[src/rtl/pc_seq_pkg.sv]
package pc_seq_pkg;
  // Position of each candidate flag in the packed flag vector; flag_sel uses this code.
  typedef enum logic [1:0] {
    FSEL_MINUS      = 2'd0,
    FSEL_ZERO       = 2'd1,
    FSEL_CARRY_RAW  = 2'd2,
    FSEL_CARRY_HELD = 2'd3
  } fsel_e;

  localparam int unsigned FLAG_COUNT = 4;

  // Next-state choice of the counter.
  typedef enum logic [1:0] {
    PC_HOLD = 2'd0,
    PC_INC  = 2'd1,
    PC_LOAD = 2'd2
  } pc_op_e;
endpackage

[src/rtl/pc_flag_pick.sv]
module pc_flag_pick #(
  parameter int unsigned N_FLAGS = 4,
  localparam int unsigned SEL_W = (N_FLAGS > 1) ? $clog2(N_FLAGS) : 1
) (
  input  logic [N_FLAGS-1:0] flags,
  input  logic [SEL_W-1:0]   sel,
  output logic               picked
);
  logic [N_FLAGS-1:0] hit;

  // One AND term per candidate; the OR of all terms is the picked flag.
  for (genvar g = 0; g < N_FLAGS; g++) begin : g_term
    assign hit[g] = (sel == SEL_W'(g)) & flags[g];
  end

  assign picked = |hit;
endmodule

[src/rtl/pc_branch_decide.sv]
module pc_branch_decide (
  input  logic step_en,
  input  logic cond_clr_n,
  input  logic cond_set_n,
  input  logic flag,
  output pc_seq_pkg::pc_op_e op
);
  import pc_seq_pkg::*;

  logic take;

  // A low control arms its half: the clear half fires on flag 0, the set half on flag 1.
  // Both low arms both halves, so one of them always fires.
  always_comb begin
    take = ((~cond_clr_n) & (~flag)) | ((~cond_set_n) & flag);
    if (!step_en)  op = PC_HOLD;
    else if (take) op = PC_LOAD;
    else           op = PC_INC;
  end
endmodule

[src/rtl/pc_count_reg.sv]
module pc_count_reg #(
  parameter int unsigned W = 16
) (
  input  logic               clk,
  input  logic               rst_n,
  input  pc_seq_pkg::pc_op_e op,
  input  logic [W-1:0]       target,
  output logic [W-1:0]       pc
);
  import pc_seq_pkg::*;

  logic [W-1:0] pc_nxt;

  always_comb begin
    unique case (op)
      PC_INC:  pc_nxt = pc + W'(1);
      PC_LOAD: pc_nxt = target;
      default: pc_nxt = pc;
    endcase
  end

  always_ff @(posedge clk or negedge rst_n) begin
    if (!rst_n) pc <= '0;
    else        pc <= pc_nxt;
  end
endmodule

[src/rtl/pc_addr_mux.sv]
module pc_addr_mux #(
  parameter int unsigned W = 16
) (
  input  logic         use_pc,
  input  logic [W-1:0] pc,
  input  logic [W-1:0] tmp,
  output logic [W-1:0] addr
);
  always_comb addr = use_pc ? pc : tmp;
endmodule

[src/rtl/pc_seq_core.sv]
module pc_seq_core #(
  parameter int unsigned BYTE_W = 8,
  localparam int unsigned ADDR_W = 2 * BYTE_W
) (
  input  logic              clk,
  input  logic              rst_n,
  input  logic              step_en,
  input  logic [BYTE_W-1:0] tgt_lo,
  input  logic [BYTE_W-1:0] tgt_hi,
  input  logic [ADDR_W-1:0] tmp_addr,
  input  logic              flag_minus,
  input  logic              flag_zero,
  input  logic              flag_carry_raw,
  input  logic              flag_carry_held,
  input  logic [1:0]        flag_sel,
  input  logic              cond_clr_n,
  input  logic              cond_set_n,
  input  logic              use_pc,
  output logic [ADDR_W-1:0] addr
);
  import pc_seq_pkg::*;

  logic [FLAG_COUNT-1:0] flag_vec;
  logic                  flag_pick;
  pc_op_e                pc_op;
  logic [ADDR_W-1:0]     target;
  logic [ADDR_W-1:0]     pc_val;

  always_comb begin
    flag_vec                  = '0;
    flag_vec[FSEL_MINUS]      = flag_minus;
    flag_vec[FSEL_ZERO]       = flag_zero;
    flag_vec[FSEL_CARRY_RAW]  = flag_carry_raw;
    flag_vec[FSEL_CARRY_HELD] = flag_carry_held;
  end

  // Both target bytes are taken together, so a load moves all address bits at once.
  assign target = {tgt_hi, tgt_lo};

  pc_flag_pick #(.N_FLAGS(FLAG_COUNT)) u_pick (
    .flags  (flag_vec),
    .sel    (flag_sel),
    .picked (flag_pick)
  );

  pc_branch_decide u_decide (
    .step_en    (step_en),
    .cond_clr_n (cond_clr_n),
    .cond_set_n (cond_set_n),
    .flag       (flag_pick),
    .op         (pc_op)
  );

  pc_count_reg #(.W(ADDR_W)) u_pc (
    .clk    (clk),
    .rst_n  (rst_n),
    .op     (pc_op),
    .target (target),
    .pc     (pc_val)
  );

  pc_addr_mux #(.W(ADDR_W)) u_mux (
    .use_pc (use_pc),
    .pc     (pc_val),
    .tmp    (tmp_addr),
    .addr   (addr)
  );
endmodule

[config.mk]
export PLATFORM = sky130hd
export DESIGN_NAME = pc_seq_core
export DESIGN_NICKNAME = d
export VERILOG_FILES = /design/src/rtl/pc_seq_pkg.sv /design/src/rtl/pc_flag_pick.sv /design/src/rtl/pc_branch_decide.sv /design/src/rtl/pc_count_reg.sv /design/src/rtl/pc_addr_mux.sv /design/src/rtl/pc_seq_core.sv
export SDC_FILE = /design/constraint.sdc
export NUM_CORES = 1
export LEC_CHECK = 0
export BUFFER_PORTS_ARGS = -buffer_cell sky130_fd_sc_hd__buf_4
export CAP_MARGIN = 10
export CORE_ASPECT_RATIO = 2
export CORE_UTILIZATION = 51
export DETAILED_ROUTE_END_ITERATION = 12
export GPL_ROUTABILITY_DRIVEN = 0
export HOLD_SLACK_MARGIN = 0.02
export PLACE_DENSITY_LB_ADDON = 0.15
export SYNTH_ARGS = -nofsm -noshare
export SYNTH_HDL_FRONTEND = slang
export SYNTH_SLANG_ARGS = --single-unit
export TNS_END_PERCENT = 10
[constraint.sdc]
create_clock -name clk -period 2.77 [get_ports clk]
set_clock_uncertainty 0.05 [all_clocks]
set_input_delay 0.1385 -clock clk [delete_from_list [all_inputs] [get_ports clk]]
set_output_delay 0.1385 -clock clk [all_outputs]
set_load 0.05 [all_outputs]
# Word-level counts from Yosys, hierarchy flattened
# Index checks and enable logic that the tools add are counted.
# W data, S select, Z words.
# word_totals
register_bits,16
latchBits,0
ramBits,0
mem_bits_ro,0
inputBits,44
out_inout_bits,16
elab_cells,24
mem_count,0
# classes
add_sub_neg,1
multipliers,0
n_div,0
n_lt_le_gt_ge,0
eq_ne,5
n_shift,0
mux,4
bitwise_logic,10
n_reduce_logical,3
# op_table
cell,count
$pmux W16 S2,1
$add A16 B1 Y16 const B,1
$mux W16,1
$and A1 B1 Y1,6
$eq A2 B2 Y1 const B,3
$eq A2 B1 Y1 const B,2
$mux W2,2
$reduce_or A4 Y1,1
$not A1 Y1,3
$logic_not A2 Y1,1
$reduce_bool A2 Y1,1
$or A1 B1 Y1,1

# Logic depth before layout (Yosys ltp)
# Gate-level depths: netlist (run 1).
# logic_depth
word_depth,10
depth_mapped,6
mapped_depth_nobuf,5

# By module
# From an unflattened synthesis (run 1), not the netlist that was laid out.
# hier_totals
cells_unflattened,143
hier_area_um2,1343.8
# modules_own_cells
mod,instances,cells_each,area_per_inst_um2,seq_area_each_um2
pc_count_reg,1,121,1049.8,400.4
pc_addr_mux,1,18,249.0,0.0
pc_branch_decide,1,3,22.5,0.0
pc_flag_pick,1,1,22.5,0.0

# Worst setup path after synthesis (run 1)
# Ideal clock, no wire load.
# synth_timing
path_type,register to register
startpoint,reg u_pc.pc[5]
endpoint,reg u_pc.pc[15]
setup_ns,0.069
arrival_ns,1.635
slack_ns,1.016
path_stages_with_launch,5
n_path_buf,0
synth_period_minus_slack_ns,1.754
cell_sequence,dfrtp_1 nand4_4 or4_4 or4b_1 nand3_1
# synth_between
elab_chain_len,2
# synth_rtl
element,line,text
"start, declared",pc_count_reg.sv:8,output logic [W-1:0] pc
"start signal, assigned",pc_count_reg.sv:24,else pc <= pc_nxt;
$add A16 B1 Y16,pc_count_reg.sv:16,PC_INC: pc_nxt = pc + W'(1);
$pmux W16 S2,pc_count_reg.sv:15,unique case (op)
# No other way between the ends.
# A chain may end at the register's enable or synchronous reset.

# Final worst setup path (run 1)
# layout_timing
startpoint,reg u_pc.pc[0]
endpoint,reg u_pc.pc[10]
# Same word-level chain as after synthesis.

==> results of run 1 <==
-- cell usage in the layout, fill, tap and decap left out, drive strengths merged, types with 4 or more instances in the layout --
| cell type | instances |
|---|---|
| nand2 | 13 |
| mux2i | 9 |
| dfrtp | 16 |
| mux2 | 17 |
| a22oi | 4 |
| a31oi | 4 |
| inv | 7 |
| nand4 | 9 |
| nand3 | 10 |
| nor4 | 4 |
| a21boi | 4 |
| buf | 60 |
| o21ai | 5 |
-- through the flow --
stage                     setup slack (ns)  hold WS (ns)
after detailed placement             0.868       -0.0333
after global placement               0.916       -0.0375
after global routing                 0.721        0.0896
final                                0.846        0.0813
after floorplan                       1.02        -0.207
after CTS                            0.851        0.0832
-- worst reg2reg max path, cell delays in order (launching register included) --
cell and delay (ns):
dfrtp_1 0.45, ha_1 0.28, and4_1 0.38, nand3_1 0.13, or4b_1 0.49, nand3_1 0.09
-- cells in the mapped netlist, drive strengths merged, types with 2 or more instances --
master | count | share of area
a2bb2oi | 3 | 0.019
nor2b | 2 | 0.0090
a21boi | 4 | 0.022
nand2 | 13 | 0.035
nor4 | 4 | 0.018
buf | 6 | 0.039
clkbuf | 6 | 0.023
or4b | 2 | 0.014
mux2 | 17 | 0.14
a31oi | 4 | 0.018
nor2 | 3 | 0.0081
and4 | 2 | 0.013
and3 | 3 | 0.014
dfrtp | 16 | 0.29
nand4 | 9 | 0.062
mux2i | 9 | 0.067
o22a | 3 | 0.019
a22oi | 4 | 0.022
o311ai | 3 | 0.019
nand3 | 10 | 0.036
inv | 7 | 0.019
nor3 | 2 | 0.0072
o21ai | 5 | 0.018
-- metal layers --
metal	up-vias	track usage	share of wire
li1	669	-	-
met1	689	0.315	0.36
met2	45	0.485	0.58
met3	7	0.0292	0.038
met4	0	0.100	0.018
met5	-	0	0
-- how the worst max path moves through the flow --
stage,startpoint,endpoint,slack (ns),cells past startpoint
floorplan,u_pc.pc[5],u_pc.pc[15],1.02,4
global placement,u_pc.pc[0],u_pc.pc[10],0.92,5
detailed placement,u_pc.pc[0],u_pc.pc[10],0.87,5
CTS,u_pc.pc[0],u_pc.pc[10],0.85,5
global route,u_pc.pc[0],u_pc.pc[12],0.72,5
finish,u_pc.pc[0],u_pc.pc[10],0.85,5
-- repair_timing --
item                                   in CTS  in global routing
endpoints found under the hold margin      16                  0
setup endpoints to repair                   0                  0
hold buffers                                1                  0
-- power by group through the flow --
stage	sequential, mW	combinational [mW]	clock, mW
5_1_grt	0.393	0.558	0.194
6_report	0.385	0.517	0.179
4_1_cts	0.382	0.520	0.183
3_5_place_dp	0.386	0.517	0
3_3_place_gp	0.379	0.508	0
2_1_floorplan	0.348	0.407	0
-- cell families after synthesis --
logic type,after synthesis
fa+ha+maj,1
simple gates,57
flops,16
buf+inv,19
mux,27
compound gates,27
-- area by class of cell --
class                   count  share of cell area
flip-flops and latches     16               0.217
repair buffers             61               0.249
well taps                  28              0.0190
inverters                   7              0.0142
multi-input cells         112               0.478
clock buffers               3              0.0224
==> results.md, run 1 <==
* **status** finished, final reports clean
* **crit-path max FO** 7
* **period utilisation layout** 0.695
* **Power Total** 1.08 mW
* **Post-Synthesis Mean Instance Area** 9.50 um2
* **post-detailed-route via-to-cell ratio** 6.21
* **share of the synthesized netlist area taken by xor and xnor gates** 0
* **remaining global-route overflow** 0
* **primary flip-flop cell chosen by synthesis mapping** dfrtp_1
* **FF/Latch Area** 400 um2
* **Largest regs** u_pc.pc x16
* **fraction of final layout cells sized beyond drive strength 1** 0.442
* **cells resized by post-CTS repair** 0
* **crit path kind** reg2reg
* **top-level I/O count** 60
* **count of cells along the worst register-to-register path** 5
* **final non-filler cell area** 0.00185 mm2
* **diodes inserted** 0
* **Die X-Extent** 39 um
* **arrival time of the worst setup path** 2.06 ns
* **multiplexer area fraction after synthesis** 0.223
* **routed wire length per instance** 16.1 um
* **Synth warnings** 0
* **synthesized cell area** 0.00140 mm2
* **Core Footprint** 0.00257 mm2
* **number of global-route vias before repair** 1,393
* **number of synthesized register bits** 16
* **wire length of the first global-routing pass** 6.10 mm
* **relative contribution of combinational cells to total power** 0.479
* **largest net degree at the start of global routing** 40
* **setup repair after global routing missed its margin** no
* **half-perimeter wire length after placement** 2.78 mm
* **Routed Antenna Nets** 0
* **capture point of the worst reg-to-reg path** u_pc.pc[10]
* **All-Layer GR Usage** 0.275
* **total via count in the routed design** 1,410
* **end point of the worst hold path** u_pc.pc[10]
* **endpoints failing hold** 0
* **Max-Slew Margin vs Limit** 0.713
* **maximum clock rate** 0.520 GHz
* **instance area after placement** 0.00180 mm2
* **crit-path most repeated cell** nand3_1
* **Clock Power Share** 0.166
* **leakage component of the power** 0.829 nW
* **starting density of the core** 0.543
* **max_cap viols** 0
* **clock tree from TritonCTS** yes
* **sequential share of power** 0.356
* **peak ir drop on the vdd network** 0.435 mV
* **count of mapped cells out of synthesis** 147
* **EDFF count, synth** 0
* **reported net switching power** 479 uW
* **Routed Wire Length** 3.67 mm
* **fraction of registers with async set or reset after synthesis** 1.00
* **family with the most delay on the worst path** simple AND/OR/NAND/NOR gates
* **number of DRC violations after detailed routing** 0
* **Total Nets Final** 246
* **critical path cell sequence** ha_1 -> and4_1 -> nand3_1 -> or4b_1 -> nand3_1
* **Worst Hold Path Cells** 3
* **critical path buffer and inverter count** 0
* **source-to-sink clock delay at the later pin of the worst-skew pair** 0.25 ns
* **number of H-tree levels** 1
* **start of the worst register-to-register path** u_pc.pc[0]
* **Filler cells** 207
* **total power density per cell area** 585 mW/mm2
* **setup slack of the worst register-to-register path** 0.85 ns
* **critical path data required time** 2.91 ns
* **Synth Area in Simple Gates** 0.259
* **compound-gate portion of the synthesized area** 0.142
* **worst slew pin tran** 0.426 ns
* **buffer depth of the longest clock path** 2
* **Critical Path Source Type** flop
* **multi-input logic area** 883 um2
* **adder-cell share of the synthesized area** 0.00896
* **utilization after layout** 0.719
* **count of distinct cell types in the synthesized netlist** 41
* **Finish-stage setup viols** 0
* **Switching Fraction** 0.443
* **Hold Startpoint** tgt_hi[2]
* **cell type of the slowest stage on the worst timing path** or4b_1
* **maximum cell stage delay along the critical path** 0.49 ns
* **min Tclk post-route** 1.92 ns
* **Slew Viols, Final** 0
* **clock sink count** 16
* **die area** 0.00296 mm2
* **number of setup buffers added after CTS** 0
* **count of non-filler cells in the finished layout** 227
* **vertical extent of the die** 76 um
* **Pre-antenna DRT Iters** 4
* **area grow syn2layout** 32.3%
* **antenna violations before repair** 0
* **Root Buffer Master** clkbuf_8
* **register name with the most flops** u_pc.pc
* **clock buffer count from CTS** 3
* **clock transition at the registers of the reported paths** 0.06 ns
* **type of the tightest min-delay check** in2reg
* **Final TNS setup** 0 ns
* **cell internal power dissipation** 602 uW
* **DRC violation total after the first TritonRoute iteration** 39
* **number of cell rows** 26
* **Synth Net Count** 192
* **post-synthesis sequential area ratio** 0.287
* **type of element capturing the critical path** flop
* **main combinational cell family by area after synthesis** simple AND/OR/NAND/NOR gates
* **count of input and output buffers** 59
* **Placed Cells incl. Taps** 223
* **flip-flop count of the largest register, all copies and words added** 16
No activity file was read; power rests on OpenSTA's default activity.
==> run 2, diff against run 1 <==
--- a/config.mk
+++ b/config.mk
@@ -5,10 +5,11 @@
 export SDC_FILE = /design/constraint.sdc
 export NUM_CORES = 1
 export LEC_CHECK = 0
+export ABC_AREA = 1
 export BUFFER_PORTS_ARGS = -buffer_cell sky130_fd_sc_hd__buf_4
 export CAP_MARGIN = 10
 export CORE_ASPECT_RATIO = 2
-export CORE_UTILIZATION = 51
+export CORE_UTILIZATION = 43
 export DETAILED_ROUTE_END_ITERATION = 12
 export GPL_ROUTABILITY_DRIVEN = 0
 export HOLD_SLACK_MARGIN = 0.02
==> constraint.sdc (replaced) <==
create_clock -name clk -period 1.55 [get_ports clk]
set_clock_uncertainty 0.05 [all_clocks]
set_input_delay 0.0775 -clock clk [delete_from_list [all_inputs] [get_ports clk]]
set_output_delay 0.0775 -clock clk [all_outputs]
set_load 0.05 [all_outputs]
==> results.md, run 2 <==
* **wire length of the first global-routing pass** 6.13 mm
* **Synth Area in Simple Gates** 0.394
* **source-to-sink clock delay at the later pin of the worst-skew pair** 0.25 ns
* **Total Nets Final** 321
* **Max-Slew Margin vs Limit** 0.791
* **utilization after layout** 0.652
* **Post-Synthesis Mean Instance Area** 6.51 um2
* **total power density per cell area** 1070 mW/mm2
* **EDFF count, synth** 0
* **arrival time of the worst setup path** 1.59 ns
* **Core Footprint** 0.00298 mm2
* **clock sink count** 16
* **end point of the worst hold path** u_pc.pc[3]
* **cell with the most instances after synthesis** nand2_1
* **Routed Antenna Nets** 0
* **diodes inserted** 0
* **Critical Path Start** u_pc.pc[1]
* **portion of synthesized cell area occupied by the leading cell type** 0.293
* **Critical Path Source Type** flop
* **fraction of registers with async set or reset after synthesis** 1.00
* **min Tclk post-route** 1.49 ns
* **top-level I/O count** 60
* **starting density of the core** 0.459
* **area grow syn2layout** 42.0%
* **relative contribution of combinational cells to total power** 0.522
* **most numerous cell types in the synthesized netlist** 77 x nand2_1, 22 x nand3_1, 21 x inv_1
* **largest net degree at the start of global routing** 24
* **post-synthesis sequential area ratio** 0.293
* **number of synthesized register bits** 16
* **die area** 0.00342 mm2
* **leakage component of the power** 1.04 nW
* **remaining global-route overflow** 0
* **crit path kind** reg2reg
* **All-Layer GR Usage** 0.229
* **leading cell type in the layout, fill and taps excluded** nand2_1
* **Worst Hold Path Cells** 3
* **routed wire length per instance** 11.8 um
* **number of DRC violations after detailed routing** 0
* **total via count in the routed design** 1,563
* **endpoints failing hold** 0
* **biggest area contributors in the synthesized netlist** dfrtp_1 29%, nand2_1 21%, nand3_1 8.1%
* **highest-count cells in the layout ignoring fill and taps** 77 x nand2_1, 63 x buf_4, 21 x nand3_1, 20 x inv_1, 17 x nor2_1
* **Hold Startpoint** tgt_lo[3]
* **Synth warnings** 0
* **buffer depth of the longest clock path** 2
* **post-detailed-route via-to-cell ratio** 5.14
* **primary flip-flop cell chosen by synthesis mapping** dfrtp_1
* **flip-flop count of the largest register, all copies and words added** 16
* **sequential share of power** 0.322
* **type of the tightest min-delay check** in2reg
* **fraction of final layout cells sized beyond drive strength 1** 0.332
* **maximum clock rate** 0.672 GHz
* **final non-filler cell area** 0.00194 mm2
* **Switching Fraction** 0.459
* **reported net switching power** 953 uW
* **cell internal power dissipation** 1.12 mW
* **Root Buffer Master** clkbuf_8
* **capture point of the worst reg-to-reg path** u_pc.pc[12]
* **number of global-route vias before repair** 1,517
* **number of H-tree levels** 1
* **count of input and output buffers** 59
* **adder-cell share of the synthesized area** 0.00916
* **number of cell rows** 28
* **max_cap viols** 0
* **Slew Viols, Final** 0
* **share of the synthesized netlist area taken by xor and xnor gates** 0.0449
* **Largest regs** u_pc.pc x16
* **setup slack of the worst register-to-register path** 0.06 ns
* **compound-gate portion of the synthesized area** 0.0870
* **DRC violation total after the first TritonRoute iteration** 21
* **start of the worst register-to-register path** u_pc.pc[1]
* **multiplexer area fraction after synthesis** 0.0742
* **status** finished, final reports clean
* **critical path data required time** 1.65 ns
* **setup repair after global routing missed its margin** yes
* **Die X-Extent** 41.9 um
* **count of distinct cell types in the synthesized netlist** 23
* **synthesized cell area** 0.00137 mm2
* **period utilisation layout** 0.960
* **worst slew pin tran** 0.313 ns
* **count of mapped cells out of synthesis** 210
* **main combinational cell family by area after synthesis** simple AND/OR/NAND/NOR gates
* **peak ir drop on the vdd network** 0.588 mV
* **Pre-antenna DRT Iters** 4
* **clock tree from TritonCTS** yes
* **count of cells along the worst register-to-register path** 9
* **Final TNS setup** 0 ns
* **Synth Net Count** 255
* **register name with the most flops** u_pc.pc
* **Finish-stage setup viols** 0
* **half-perimeter wire length after placement** 2.70 mm
* **cell type contributing the most total cell area after synthesis** dfrtp_1
* **Clock Power Share** 0.157
* **Routed Wire Length** 3.59 mm
* **antenna violations before repair** 0
* **type of element capturing the critical path** flop
* **crit-path max FO** 4
* **vertical extent of the die** 81.7 um
* **clock buffer count from CTS** 3
* **clock transition at the registers of the reported paths** 0.07 ns
* **instance area after placement** 0.00182 mm2
[run 2: cell types whose count changed after synthesis, moves of 5 or more]
cell     change
nand2_1     +64
inv_1       +14
xor2_1       +7
nand4_1      -5
o21ai_2      +5
a21oi_1     +12
mux2i_1      -8
mux2_2       -7
nor2_1      +17
o21ai_1      -5
nand3_1     +12
[run 2: worst max-delay path by stage]
stage                  end  slack (ns)  depth (start not counted)
6_report       u_pc.pc[12]        0.06                          9
5_1_grt         u_pc.pc[4]       -0.02                          9
4_1_cts        u_pc.pc[12]        0.04                          9
3_5_place_dp    u_pc.pc[6]        0.01                          8
3_3_place_gp    u_pc.pc[6]        0.08                          8
2_1_floorplan   u_pc.pc[6]        0.19                          8
[run 2: what timing repair did]
action	CTS	global route
setup endpoints to repair	1	9
hold endpoints to repair	20	0
hold buffers	5	0
pin swaps	0	1
resized for setup	1	7
setup buffers	0	1
[run 2: critical path, stage by stage, from the launching register on]
cell	delay [ns]
dfrtp_1	0.40
ha_2	0.22
nand3_2	0.11
buf_4	0.16
inv_2	0.06
nand3_1	0.08
xor2_1	0.14
nand2_1	0.06
nand2_1	0.06
nand2_1	0.04
[run 2: final cells by class]
type / count / area (um2)
fill: 306 / 1040
clock buffer: 3 / 41.3
tap: 30 / 37.5
multi-input combinational: 164 / 852
timing repair buffer: 68 / 523
sequential: 16 / 400
inverter: 23 / 86.3
[run 2: per-layer routing]
layer  GRT usage  wire length (um)
met1       0.220              1270
met2       0.459              2080
met3      0.0220               155
met4       0.123                85
met5           0                 0
[run 2: cell families after synthesis]
family	Yosys count
flip-flops	16
buffers and inverters	30
XOR/XNOR	7
multiplexers	9
AO/OA/AOI/OAI	20
adder cells (fa/ha/maj)	1
AND/OR/NAND/NOR	127
[run 2: power by group through the flow]
stage | clock network [mW] | registers [mW] | logic [mW]
floorplan | 0 | 0.630 | 0.749
global placement | 0 | 0.664 | 1.03
detailed placement | 0 | 0.668 | 1.04
CTS | 0.329 | 0.660 | 1.06
global route | 0.344 | 0.686 | 1.20
finish | 0.325 | 0.668 | 1.08
[run 2: stage by stage]
step	total power, mW	instances	hold slack, ns	worst slack [ns]
after floorplan	1.38	210	-0.268	0.186
after global placement	1.70	295	-0.0946	0.0767
after detailed placement	1.71	295	-0.0942	0.0148
after CTS	2.05	303	0.0254	0.0444
after global routing	2.23	304	0.0501	-0.0158
final	2.08	304	0.0244	0.0617
